===== src/rtl/isu_pkg.sv =====
package isu_pkg;

    localparam int DATA_W = 32;
    localparam int ADDR_W = 8;

    // register offsets
    localparam logic [ADDR_W-1:0] OFS_CTL   = 8'h00;
    localparam logic [ADDR_W-1:0] OFS_MASK  = 8'h30;
    localparam logic [ADDR_W-1:0] OFS_MSTAT = 8'h34;
    localparam logic [ADDR_W-1:0] OFS_RAW   = 8'h38;

    localparam int CTL_EN_BIT = 4;

    // event positions
    localparam int EV_RSP_ERR   = 1;
    localparam int EV_CMD_DONE  = 2;
    localparam int EV_DAT_OVER  = 3;
    localparam int EV_TX_REQ    = 4;
    localparam int EV_RX_REQ    = 5;
    localparam int EV_RSP_CRC   = 6;
    localparam int EV_DAT_CRC   = 7;
    localparam int EV_RSP_TO    = 8;
    localparam int EV_DAT_TO    = 9;
    localparam int EV_VSW_DONE  = 10;
    localparam int EV_FIFO_ERR  = 11;
    localparam int EV_HW_LOCK   = 12;
    localparam int EV_SBIT_ERR  = 13;
    localparam int EV_ACMD_DONE = 14;
    localparam int EV_EBIT_ERR  = 15;
    localparam int EV_SDIO      = 16;
    localparam int EV_CARD_IN   = 30;
    localparam int EV_CARD_OUT  = 31;

    localparam logic [DATA_W-1:0] ONE = {{(DATA_W-1){1'b0}}, 1'b1};

    localparam logic [DATA_W-1:0] ERR_GROUP =
        (ONE << EV_RSP_ERR)  | (ONE << EV_RSP_CRC)  | (ONE << EV_DAT_CRC) |
        (ONE << EV_RSP_TO)   | (ONE << EV_DAT_TO)   | (ONE << EV_FIFO_ERR) |
        (ONE << EV_HW_LOCK)  | (ONE << EV_SBIT_ERR) | (ONE << EV_EBIT_ERR);

    localparam logic [DATA_W-1:0] DONE_GROUP =
        (ONE << EV_CMD_DONE) | (ONE << EV_DAT_OVER) |
        (ONE << EV_VSW_DONE) | (ONE << EV_ACMD_DONE);

    localparam logic [DATA_W-1:0] VALID_MASK =
        ERR_GROUP | DONE_GROUP | (ONE << EV_TX_REQ) | (ONE << EV_RX_REQ) |
        (ONE << EV_SDIO) | (ONE << EV_CARD_IN) | (ONE << EV_CARD_OUT);

    typedef enum logic [2:0] {
        SEL_NONE,
        SEL_CTL,
        SEL_MASK,
        SEL_MSTAT,
        SEL_RAW
    } reg_sel_e;

    typedef struct packed {
        logic [DATA_W-1:0] raw;
    } stat_state_t;

    typedef struct packed {
        logic              en;
        logic [DATA_W-1:0] mask;
    } ctrl_state_t;

endpackage


===== src/rtl/isu_reg_port.sv =====
module isu_reg_port
    import isu_pkg::*;
(
    input  logic              wen_i,
    input  logic [ADDR_W-1:0] addr_i,
    input  logic [DATA_W-1:0] wdata_i,
    input  logic              en_i,
    input  logic [DATA_W-1:0] mask_i,
    input  logic [DATA_W-1:0] masked_i,
    input  logic [DATA_W-1:0] raw_i,
    output logic              wr_ctl_o,
    output logic              wr_mask_o,
    output logic [DATA_W-1:0] clr_o,
    output logic [DATA_W-1:0] rdata_o
);

    reg_sel_e sel;

    always_comb begin
        unique case (addr_i)
            OFS_CTL:   sel = SEL_CTL;
            OFS_MASK:  sel = SEL_MASK;
            OFS_MSTAT: sel = SEL_MSTAT;
            OFS_RAW:   sel = SEL_RAW;
            default:   sel = SEL_NONE;
        endcase
    end

    always_comb begin
        wr_ctl_o  = wen_i && (sel == SEL_CTL);
        wr_mask_o = wen_i && (sel == SEL_MASK);
        clr_o     = (wen_i && (sel == SEL_RAW)) ? wdata_i : '0;
    end

    always_comb begin
        rdata_o = '0;
        case (sel)
            SEL_CTL:   rdata_o[CTL_EN_BIT] = en_i;
            SEL_MASK:  rdata_o = mask_i;
            SEL_MSTAT: rdata_o = masked_i;
            SEL_RAW:   rdata_o = raw_i;
            default:   rdata_o = '0;
        endcase
    end

    // writes to the masked view or unmapped offsets produce no strobe
    always_comb begin
        if (wen_i && (sel == SEL_MSTAT || sel == SEL_NONE)) begin
            a_ro_nostrobe_r12: assert (!wr_ctl_o && !wr_mask_o && clr_o == '0)
                else $error("write to read-only or unmapped offset produced a strobe");
        end
    end

endmodule


===== src/rtl/isu_ctrl_regs.sv =====
module isu_ctrl_regs
    import isu_pkg::*;
(
    input  logic              clk,
    input  logic              rst_n,
    input  logic              wr_ctl_i,
    input  logic              wr_mask_i,
    input  logic [DATA_W-1:0] wdata_i,
    output logic              en_o,
    output logic [DATA_W-1:0] mask_o
);

    ctrl_state_t ctl_d, ctl_q;

    always_comb begin
        ctl_d = ctl_q;
        if (wr_ctl_i) begin
            ctl_d.en = wdata_i[CTL_EN_BIT];
        end
        if (wr_mask_i) begin
            ctl_d.mask = wdata_i & VALID_MASK;
        end
    end

    always_ff @(posedge clk or negedge rst_n) begin
        if (!rst_n) begin
            ctl_q <= '0;
        end else begin
            ctl_q <= ctl_d;
        end
    end

    assign en_o   = ctl_q.en;
    assign mask_o = ctl_q.mask;

    // a mask write lands on the next edge, limited to defined positions
    p_mask_load_r11: assert property (@(posedge clk) disable iff (!rst_n)
        wr_mask_i |=> (mask_o == ($past(wdata_i) & VALID_MASK)));

    // the enable bit only moves on a control write
    p_en_hold_r8: assert property (@(posedge clk) disable iff (!rst_n)
        !wr_ctl_i |=> $stable(en_o));

endmodule


===== src/rtl/isu_status_core.sv =====
module isu_status_core
    import isu_pkg::*;
(
    input  logic              clk,
    input  logic              rst_n,
    input  logic [DATA_W-1:0] evt_i,
    input  logic [DATA_W-1:0] clr_i,
    output logic [DATA_W-1:0] raw_o
);

    stat_state_t st_d, st_q;
    logic [DATA_W-1:0] nxt;

    for (genvar gi = 0; gi < DATA_W; gi++) begin : g_bit
        // undefined positions are tied low; defined ones are sticky, event beats clear
        assign nxt[gi] = VALID_MASK[gi] ? (evt_i[gi] | (st_q.raw[gi] & ~clr_i[gi])) : 1'b0;
    end

    always_comb begin
        st_d     = st_q;
        st_d.raw = nxt;
    end

    always_ff @(posedge clk or negedge rst_n) begin
        if (!rst_n) begin
            st_q <= '0;
        end else begin
            st_q <= st_d;
        end
    end

    assign raw_o = st_q.raw;

    // a defined event pulse is captured on the next edge
    p_evt_sets_r2: assert property (@(posedge clk) disable iff (!rst_n)
        |(evt_i & VALID_MASK) |=>
        ((raw_o & $past(evt_i & VALID_MASK)) == $past(evt_i & VALID_MASK)));

    // with no clear, no bit falls
    p_sticky_r2: assert property (@(posedge clk) disable iff (!rst_n)
        (clr_i == '0) |=> (($past(raw_o) & ~raw_o) == '0));

    // cleared bits without a coincident event read zero next cycle
    p_w1c_r4: assert property (@(posedge clk) disable iff (!rst_n)
        |(clr_i & ~evt_i) |=> ((raw_o & $past(clr_i & ~evt_i)) == '0));

    // event and clear together leave the bit set
    p_evt_wins_r5: assert property (@(posedge clk) disable iff (!rst_n)
        |(clr_i & evt_i & VALID_MASK) |=>
        ((raw_o & $past(clr_i & evt_i & VALID_MASK)) == $past(clr_i & evt_i & VALID_MASK)));

endmodule


===== src/rtl/isu_irq_summary.sv =====
module isu_irq_summary
    import isu_pkg::*;
(
    input  logic              en_i,
    input  logic [DATA_W-1:0] raw_i,
    input  logic [DATA_W-1:0] mask_i,
    output logic [DATA_W-1:0] masked_o,
    output logic              irq_o,
    output logic              err_o,
    output logic              done_o
);

    always_comb begin
        masked_o = raw_i & mask_i;
        err_o    = |(masked_o & ERR_GROUP);
        done_o   = |(masked_o & DONE_GROUP);
        irq_o    = en_i & (|masked_o);
    end

    // no interrupt while the master enable is off
    always_comb begin
        if (!en_i) begin
            a_gate_r7: assert (!irq_o) else $error("irq without enable");
        end
    end

endmodule


===== src/rtl/sdmmc_irq_status.sv =====
module sdmmc_irq_status
    import isu_pkg::*;
(
    input  logic              clk,
    input  logic              rst_n,
    input  logic [DATA_W-1:0] evt_i,
    input  logic              reg_wen,
    input  logic [ADDR_W-1:0] reg_addr,
    input  logic [DATA_W-1:0] reg_wdata,
    output logic [DATA_W-1:0] reg_rdata,
    output logic              irq_o,
    output logic              err_any_o,
    output logic              done_any_o
);

    logic              wr_ctl;
    logic              wr_mask;
    logic [DATA_W-1:0] clr_vec;
    logic              en;
    logic [DATA_W-1:0] mask;
    logic [DATA_W-1:0] raw;
    logic [DATA_W-1:0] masked;

    isu_reg_port u_port (
        .wen_i    (reg_wen),
        .addr_i   (reg_addr),
        .wdata_i  (reg_wdata),
        .en_i     (en),
        .mask_i   (mask),
        .masked_i (masked),
        .raw_i    (raw),
        .wr_ctl_o (wr_ctl),
        .wr_mask_o(wr_mask),
        .clr_o    (clr_vec),
        .rdata_o  (reg_rdata)
    );

    isu_ctrl_regs u_ctrl (
        .clk      (clk),
        .rst_n    (rst_n),
        .wr_ctl_i (wr_ctl),
        .wr_mask_i(wr_mask),
        .wdata_i  (reg_wdata),
        .en_o     (en),
        .mask_o   (mask)
    );

    isu_status_core u_stat (
        .clk  (clk),
        .rst_n(rst_n),
        .evt_i(evt_i),
        .clr_i(clr_vec),
        .raw_o(raw)
    );

    isu_irq_summary u_sum (
        .en_i    (en),
        .raw_i   (raw),
        .mask_i  (mask),
        .masked_o(masked),
        .irq_o   (irq_o),
        .err_o   (err_any_o),
        .done_o  (done_any_o)
    );

    // the line tracks enable and masked state held in separate registers
    p_irq_r7: assert property (@(posedge clk) disable iff (!rst_n)
        irq_o == (en && ((raw & mask) != '0)));

    // status and mask reads never show undefined positions
    p_undef_r3: assert property (@(posedge clk) disable iff (!rst_n)
        (reg_addr == OFS_RAW || reg_addr == OFS_MASK) |-> ((reg_rdata & ~VALID_MASK) == '0));

    // writing the masked view leaves raw status untouched unless an event arrives
    p_mstat_ro_r6: assert property (@(posedge clk) disable iff (!rst_n)
        (reg_wen && reg_addr == OFS_MSTAT && evt_i == '0) |=> $stable(raw));

endmodule


===== config.mk =====
export PLATFORM = sky130hd
export DESIGN_NAME = sdmmc_irq_status
export DESIGN_NICKNAME = d
export VERILOG_FILES = /design/src/rtl/isu_pkg.sv /design/src/rtl/isu_reg_port.sv /design/src/rtl/isu_ctrl_regs.sv /design/src/rtl/isu_status_core.sv /design/src/rtl/isu_irq_summary.sv /design/src/rtl/sdmmc_irq_status.sv
export SDC_FILE = /design/constraint.sdc
export NUM_CORES = 1
export LEC_CHECK = 0
export BUFFER_PORTS_ARGS = -buffer_cell sky130_fd_sc_hd__buf_2
export CAP_MARGIN = 40
export CORE_MARGIN = 2
export CORE_UTILIZATION = 51
export DETAILED_ROUTE_END_ITERATION = 6
export GPL_TIMING_DRIVEN = 0
export HOLD_SLACK_MARGIN = 0.06
export PLACE_DENSITY_LB_ADDON = 0.2
export SKIP_CTS_REPAIR_TIMING = 1
export SLEW_MARGIN = 20
export SYNTH_ARGS = -nofsm -noshare
export SYNTH_HDL_FRONTEND = slang
export SYNTH_HIERARCHICAL = 1
export SYNTH_SLANG_ARGS = --single-unit

===== constraint.sdc =====
create_clock -name clk -period 2.4 [get_ports clk]
set_input_delay 0.36 -clock clk [delete_from_list [all_inputs] [get_ports clk]]
set_output_delay 0.36 -clock clk [all_outputs]
set_load 0.01 [all_outputs]

; After elaboration in Yosys (flattened, before gate mapping)
; Index checks and enable logic that the tools add are counted.
[op_classes]
reduce_logical = 7
n_mux = 5
bitwise = 56
n_eq_ne = 7
[op_table]
columns = op, count
row1 = $pmux W27 S3, 1
row2 = $and A32 B32 Y32, 1
row3 = $mux W32, 1
row4 = $reduce_or A32 Y1, 1
row5 = $eq A8 B6 Y1 const B, 3
row6 = $and A1 B1 Y1, 19
row7 = $not A1 Y1, 18
row8 = $or A1 B1 Y1, 18
row9 = $pmux W3 S4, 1
row10 = $pmux W4 S3, 1
row11 = $reduce_or A9 Y1, 1
row12 = $logic_not A8 Y1, 1
row13 = $eq A3 B2 Y1 const B, 2
row14 = $pmux W1 S4, 1
row15 = $reduce_or A4 Y1, 1
row16 = $eq A3 B1 Y1 const B, 1
row17 = $eq A3 B3 Y1 const B, 1
row18 = $logic_and A1 B1 Y1, 3
[word_totals]
wordCells = 78
inputBits = 75
out_inout_bits = 35
reg_bits = 37

; Longest topological paths before layout
; Gate-level depths: netlist (run 1).
[logic_depth]
ltp_word = 8
ltp_mapped = 7
depth_no_buf = 5

; Hierarchy
; Netlist (run 1), hierarchy kept.
[by_module_without_submodules]
columns = module, cells_per_inst, area_per_inst_um2, n_inst, seq_area_each_um2
row1 = isu_reg_port, 159, 1161.1, 1, 0.0
row2 = isu_ctrl_regs, 55, 867.1, 1, 475.5
row3 = isu_status_core, 69, 762.0, 1, 450.4
row4 = isu_irq_summary, 45, 301.5, 1, 0.0

; Worst setup path before layout (run 1)
; OpenSTA, ideal clock, no wires.
[synth_timing]
kind = reg2out
start = reg u_stat.st_q (netlist bit u_stat/raw_o[11])
end = out irq_o
path_buffers = 0
required_time_ns = 2.040
t_arrival_ns = 1.829
path_stages_with_launch = 5
setup_slack_ns = 0.211
cell_sequence = dfrtp_1 -> a22o_1 -> or4_1 -> or4_4 -> o31a_1
[synth_via]
elab_chain_len = 3
[synth_lines]
columns = item, line
row1 = "start, declared", isu_status_core.sv:11  ; stat_state_t st_d, st_q;
row2 = "start signal, assigned", isu_status_core.sv:28  ; st_q <= st_d;
row3 = $and A32 B32 Y32, isu_irq_summary.sv:14  ; masked_o = raw_i & mask_i;
row4 = $reduce_or A32 Y1, isu_irq_summary.sv:17  ; irq_o = en_i & (|masked_o);
row5 = $and A1 B1 Y1, isu_irq_summary.sv:17
row6 = "end, declared", sdmmc_irq_status.sv:11  ; output logic irq_o,
; Every way passes these cells.

; Worst setup path in the final report (run 1)
[layout_timing]
start = reg u_stat.st_q (netlist bit u_stat/raw_o[7])
end = out irq_o
; Same word-level chain as after synthesis.

==> flow_metrics.env, run 1 <==
export IMPL_port_buffer_count=66
export IMPL_routed_via_density=5.03
export IMPL_finalCritPeriodShare=1.10
export IMPL_cp_arrival_ns=2.28
export IMPL_tightest_slew_ns=0.528
export IMPL_cts_buffers=5
export IMPL_grt_pass1_wl_um=11600
export IMPL_skew_ns=0
export IMPL_firstDrtPassIters=4
export IMPL_pwr_share_seq=0.468
export IMPL_syn_to_final_growth_pct=22.9
export IMPL_io_pins=110
export IMPL_cp_max_fo=3
export IMPL_drt_iter0_drc=96
export IMPL_crit_type="reg2out"
export IMPL_drive_above_1_share=0.441
export IMPL_setup_viol=2
export IMPL_place_congestion=0.761
export IMPL_netlist_area_sq_um=3000
export IMPL_p_sw_uw=361
export IMPL_htree_levels=2
export IMPL_dieArea_sq_um=6520
export IMPL_root_buffer="clkbuf_8"
export IMPL_syn_instance_count=314
export IMPL_total_power_mw=1.39
export IMPL_p_leak_nw=1.70
export IMPL_initial_core_util=0.536
export IMPL_fin_nets=496
export IMPL_num_antenna_cells=0
export IMPL_overflow=0
export IMPL_switching_share=0.260
export IMPL_power_density_nw_per_um2=376
export IMPL_combPwrFrac=0.232
export IMPL_vdd_drop_max_v=0.000358
export IMPL_routed_wl_met3_um=397
export IMPL_core_sq_um=5610
export IMPL_startpoint_type="register"
export IMPL_grt_usage=0.230
export IMPL_status="finished, violations left"
export IMPL_violations="setup timing"
export IMPL_syn_area_per_cell_sq_um=9.57
export IMPL_clk_pin_slew_ns=0.07
export IMPL_antenna_found_initial=0
export IMPL_wl_met2_um=3550
export IMPL_yosys_warnings=6
export IMPL_num_rows=27
export IMPL_cts_max_path_buffers=2
export IMPL_clk_insertion_delay_late_ns=0.28
export IMPL_dr_total_vias=2486
export IMPL_fmax_mhz=379
export IMPL_finalWirelength_um=7150
export IMPL_rsz0062_at_grt="true"
export IMPL_clock_sinks=37
export IMPL_crit_required_ns=2.04
export IMPL_hp_class="in2reg"
export IMPL_power_frac_clock=0.300
export IMPL_routedWlPerCell_um=14.5
export IMPL_period_minus_slack_ns=2.64
export IMPL_end_kind="output pin"
export IMPL_cap_violations=0
export IMPL_drt_met1_wl_um=3110
export IMPL_grt_pass1_vias=2553
export IMPL_hold_viol_final=0
export IMPL_die_y_um=80.8
export IMPL_maxSlewHeadroom=0.648
export IMPL_hpwl_um=5430
export IMPL_die_x_um=80.8
export IMPL_dpl_worst_slack_ns=0.00340
export IMPL_grt_max_degree=22
export IMPL_highest_layer="met4"
export IMPL_power_internal_mw=1.03
export IMPL_ant_nets=0
export IMPL_setup_ws_ns=-0.238
export IMPL_cts_tree="built"
export IMPL_drc=0
export IMPL_drv_slew=0
[per-layer routing]
metal | vias to the layer above | global-route usage
li1 | 1251 | -
met4 | 0 | 0.0814
met5 | - | 0
met2 | 61 | 0.415
met1 | 1163 | 0.270
met3 | 11 | 0.0489
[registers in the layout (all words and copies together), names as in the netlist]
| name | cells |
|---|---|
| u_stat/raw_o | 18 |
| u_ctrl/mask_o | 18 |
| u_ctrl/en_o | 1 |
[placed cells by master (no fill, tap or decap), types with 2 or more instances in the layout]
| cell type | count |
|---|---|
| and2_1 | 47 |
| or4_1 | 3 |
| mux2_4 | 10 |
| nor3_1 | 3 |
| or4_4 | 3 |
| a21o_1 | 18 |
| a22o_1 | 2 |
| nand2_1 | 2 |
| nor2_2 | 4 |
| buf_2 | 74 |
| buf_6 | 8 |
| a22oi_1 | 31 |
| nor2_1 | 27 |
| dfrtp_1 | 37 |
| clkbuf_8 | 5 |
| clkbuf_1 | 6 |
| nor4_1 | 3 |
| buf_4 | 35 |
| and2_4 | 2 |
| mux2_2 | 40 |
| conb_1 | 28 |
| inv_1 | 18 |
| and4b_1 | 2 |
[stage by stage]
stage / util / area (sq um) / TNS (ns) / instances / hold WS [ns]
3_5_place_dp: 0.633 / 3550 / 0 / 479 / 0.322
3_3_place_gp: 0.628 / 3520 / -0.0124 / 478 / 0.471
4_1_cts: 0.647 / 3630 / -0.343 / 487 / 0.0184
6_report: 0.659 / 3690 / -0.371 / 494 / 0.247
5_1_grt: 0.659 / 3690 / -0.476 / 494 / 0.235
2_1_floorplan: - / 3100 / 0 / 340 / 0.0644
[area by class of cell]
cell class | count | area (sq um)
Timing Repair Buffer | 74 | 413
Clock buffer | 8 | 80.1
Multi-Input combinational cell | 236 | 1740
Fill cell | 508 | 1910
Sequential cell | 37 | 926
Tap cell | 72 | 90.1
Buffer | 49 | 379
Inverter | 18 | 67.6
[worst max-delay path: stages (launching register included)]
cell	delay, ns
dfrtp_1	0.41
a22o_1	0.21
or4_4	0.48
or4_4	0.51
o31a_1	0.25
buf_2	0.14
[worst paths after layout]
kind                                        start  cells after the start  slack [ns]                 to
worst max-delay path              u_stat/raw_o[7]                      5       -0.24              irq_o
worst min-delay path                    evt_i[30]                      2        0.25   u_stat/raw_o[30]
worst max register to register  u_ctrl/mask_o[11]                      2        1.48  u_ctrl/mask_o[11]
worst min register to register   u_stat/raw_o[16]                      1        0.50   u_stat/raw_o[16]
max in group asynchronous                   rst_n                      3        1.41   u_stat/raw_o[15]
min in group asynchronous                   rst_n                      2        0.54    u_stat/raw_o[1]
[power groups by stage]
| stage | registers [mW] | clock network, mW | logic (mW) |
|---|---|---|---|
| after floorplan | 0.659 | 0 | 0.200 |
| after global placement | 0.661 | 0 | 0.289 |
| after detailed placement | 0.662 | 0 | 0.299 |
| after CTS | 0.650 | 0.423 | 0.299 |
| after global routing | 0.652 | 0.455 | 0.354 |
| final | 0.650 | 0.417 | 0.322 |
No activity file was read; power rests on OpenSTA's default activity.
==> run 2: changes to the inputs <==
--- a/config.mk
+++ b/config.mk
@@ -12,7 +12,8 @@
 export DETAILED_ROUTE_END_ITERATION = 6
 export GPL_TIMING_DRIVEN = 0
 export HOLD_SLACK_MARGIN = 0.06
-export PLACE_DENSITY_LB_ADDON = 0.2
+export PLACE_DENSITY = 0.86
+export RECOVER_POWER = 50
 export SKIP_CTS_REPAIR_TIMING = 1
 export SLEW_MARGIN = 20
 export SYNTH_ARGS = -nofsm -noshare
==> flow_metrics.env, run 2 (same netlist as run 1, synthesis figures left out) <==
export IMPL_status="finished, violations left"
export IMPL_violations="setup timing"
export IMPL_cpMaxStageDelayCell="or4_4"
export IMPL_regToRegStartpoint="u_stat/raw_o[11]"
export IMPL_end_kind="output pin"
export IMPL_dpl_cell_count=478
export IMPL_finalWirelength_um=7330
export IMPL_dpl_worst_slack_ns=-0.0173
export IMPL_timing_rr_end="u_stat/raw_o[11]"
export IMPL_crit_chain="a22o_1 > or4_4 > or4_4 > o31a_1 > buf_2"
export IMPL_dr_total_vias=2580
export IMPL_antenna_found_initial=0
export IMPL_skew_ns=0
export IMPL_num_rows=27
export IMPL_clock_sinks=37
export IMPL_vdd_drop_max_v=0.000446
export IMPL_fin_tns_setup_ns=-0.244
export IMPL_overflow=0
export IMPL_cp_arrival_ns=2.28
export IMPL_power_density_nw_per_um2=379
export IMPL_hold_viol_final=0
export IMPL_grt_usage=0.234
export IMPL_period_minus_slack_ns=2.64
export IMPL_min_to="u_stat/raw_o[13]"
export IMPL_clk_insertion_delay_late_ns=0.29
export IMPL_root_buffer="clkbuf_8"
export IMPL_setup_viol=2
export IMPL_wl_met2_um=3500
export IMPL_drc=0
export IMPL_die_y_um=80.8
export IMPL_initial_core_util=0.536
export IMPL_place_congestion=0.777
export IMPL_min_path_cells=2
export IMPL_htree_levels=2
export IMPL_grt_pass1_wl_um=11700
export IMPL_routed_via_density=5.24
export IMPL_regToRegSetupSlack_ns=1.47
export IMPL_drt_met1_wl_um=3190
export IMPL_highest_layer="met4"
export IMPL_hpwl_um=5490
export IMPL_rsz0062_at_grt="true"
export IMPL_syn_to_final_growth_pct=21.0
export IMPL_hp_class="in2reg"
export IMPL_cts_max_path_buffers=2
export IMPL_port_buffer_count=66
export IMPL_core_sq_um=5610
export IMPL_cp_top_family="simple AND/OR/NAND/NOR gates"
export IMPL_fin_cells=492
export IMPL_startpoint_type="register"
export IMPL_routed_wl_met3_um=481
export IMPL_finalCritPeriodShare=1.10
export IMPL_grt_pass1_vias=2510
export IMPL_fin_nets=494
export IMPL_path_buf_inv=1
export IMPL_grt_max_degree=38
export IMPL_cap_violations=0
export IMPL_crit_required_ns=2.04
export IMPL_routedWlPerCell_um=14.9
export IMPL_hp_start="evt_i[13]"
export IMPL_die_x_um=80.8
export IMPL_cts_buffers=5
export IMPL_reg2reg_depth=3
export IMPL_critPathMaxStageDelay_ns=0.49
export IMPL_layout_common_cells="buf_2 (72), and2_1 (44), mux2_2 (40), dfrtp_1 (37), buf_4 (33)"
export IMPL_clk_pin_slew_ns=0.07
export IMPL_dieArea_sq_um=6520
export IMPL_fmax_mhz=378
export IMPL_cts_tree="built"
export IMPL_cpMostUsedCell="or4_4"
export IMPL_io_pins=110
export IMPL_maxSlewHeadroom=0.467
export IMPL_drive_above_1_share=0.426
export IMPL_drv_slew=0
export IMPL_num_antenna_cells=0
export IMPL_ant_nets=0
export IMPL_firstDrtPassIters=4
export IMPL_mostFrequentLayoutCell="buf_2"
export IMPL_tightest_slew_ns=0.800
export IMPL_setup_ws_ns=-0.243
export IMPL_cp_max_fo=3
export IMPL_drt_iter0_drc=188
export IMPL_p_leak_nw=1.67
export IMPL_crit_type="reg2out"
## run 2: metrics by stage
stage	instance area (sq um)	util	hold WS, ns	power (mW)
6_report	3630	0.648	0.239	1.38
4_1_cts	3600	0.643	0.181	1.37
3_3_place_gp	3520	0.628	0.471	0.947
5_1_grt	3630	0.648	0.239	1.45
3_5_place_dp	3520	0.628	0.487	0.955
2_1_floorplan	3100	-	0.0644	0.859
## run 2: how the worst max path moves through the flow
| stage | from | end | slack [ns] | depth (start not counted) |
|---|---|---|---|---|
| floorplan | u_stat/raw_o[11] | irq_o | 0.21 | 4 |
| global placement | u_stat/raw_o[11] | irq_o | -0.009 | 5 |
| detailed placement | u_stat/raw_o[11] | irq_o | -0.02 | 5 |
| CTS | u_stat/raw_o[11] | irq_o | -0.35 | 5 |
| global route | u_stat/raw_o[11] | irq_o | -0.30 | 5 |
| finish | u_stat/raw_o[11] | irq_o | -0.24 | 5 |
## run 2: layout make-up
| class | count | area (sq um) |
|---|---|---|
| clock buffers | 6 | 72.6 |
| clock inverters | 2 | 10.0 |
| well taps | 72 | 90.1 |
| flip-flops and latches | 37 | 926 |
| multi-input cells | 236 | 1730 |
| plain buffers | 49 | 363 |
| inverters | 18 | 67.6 |
| fillers | 470 | 1970 |
| repair buffers | 72 | 373 |
## run 2: power breakdown
group / internal (mW) / total [mW] / switching, mW
combinational: 0.171 / 0.313 / 0.142
sequential: 0.639 / 0.651 / 0.0118
clock: 0.201 / 0.415 / 0.214
total: 1.01 / 1.38 / 0.368
## run 2: worst reg2reg max path, delay by kind of cell, from the launching register on
family	cells	cell delay [ns]
AOI/OAI and AO/OA	1	0.15
buffers and inverters	2	0.26
DFF	1	0.40
## run 2: metal layers
| metal | up-vias | GRT usage |
|---|---|---|
| met1 | 1221 | 0.300 |
| met4 | 0 | 0.0644 |
| met5 | - | 0 |
| li1 | 1240 | - |
| met3 | 17 | 0.0389 |
| met2 | 102 | 0.408 |
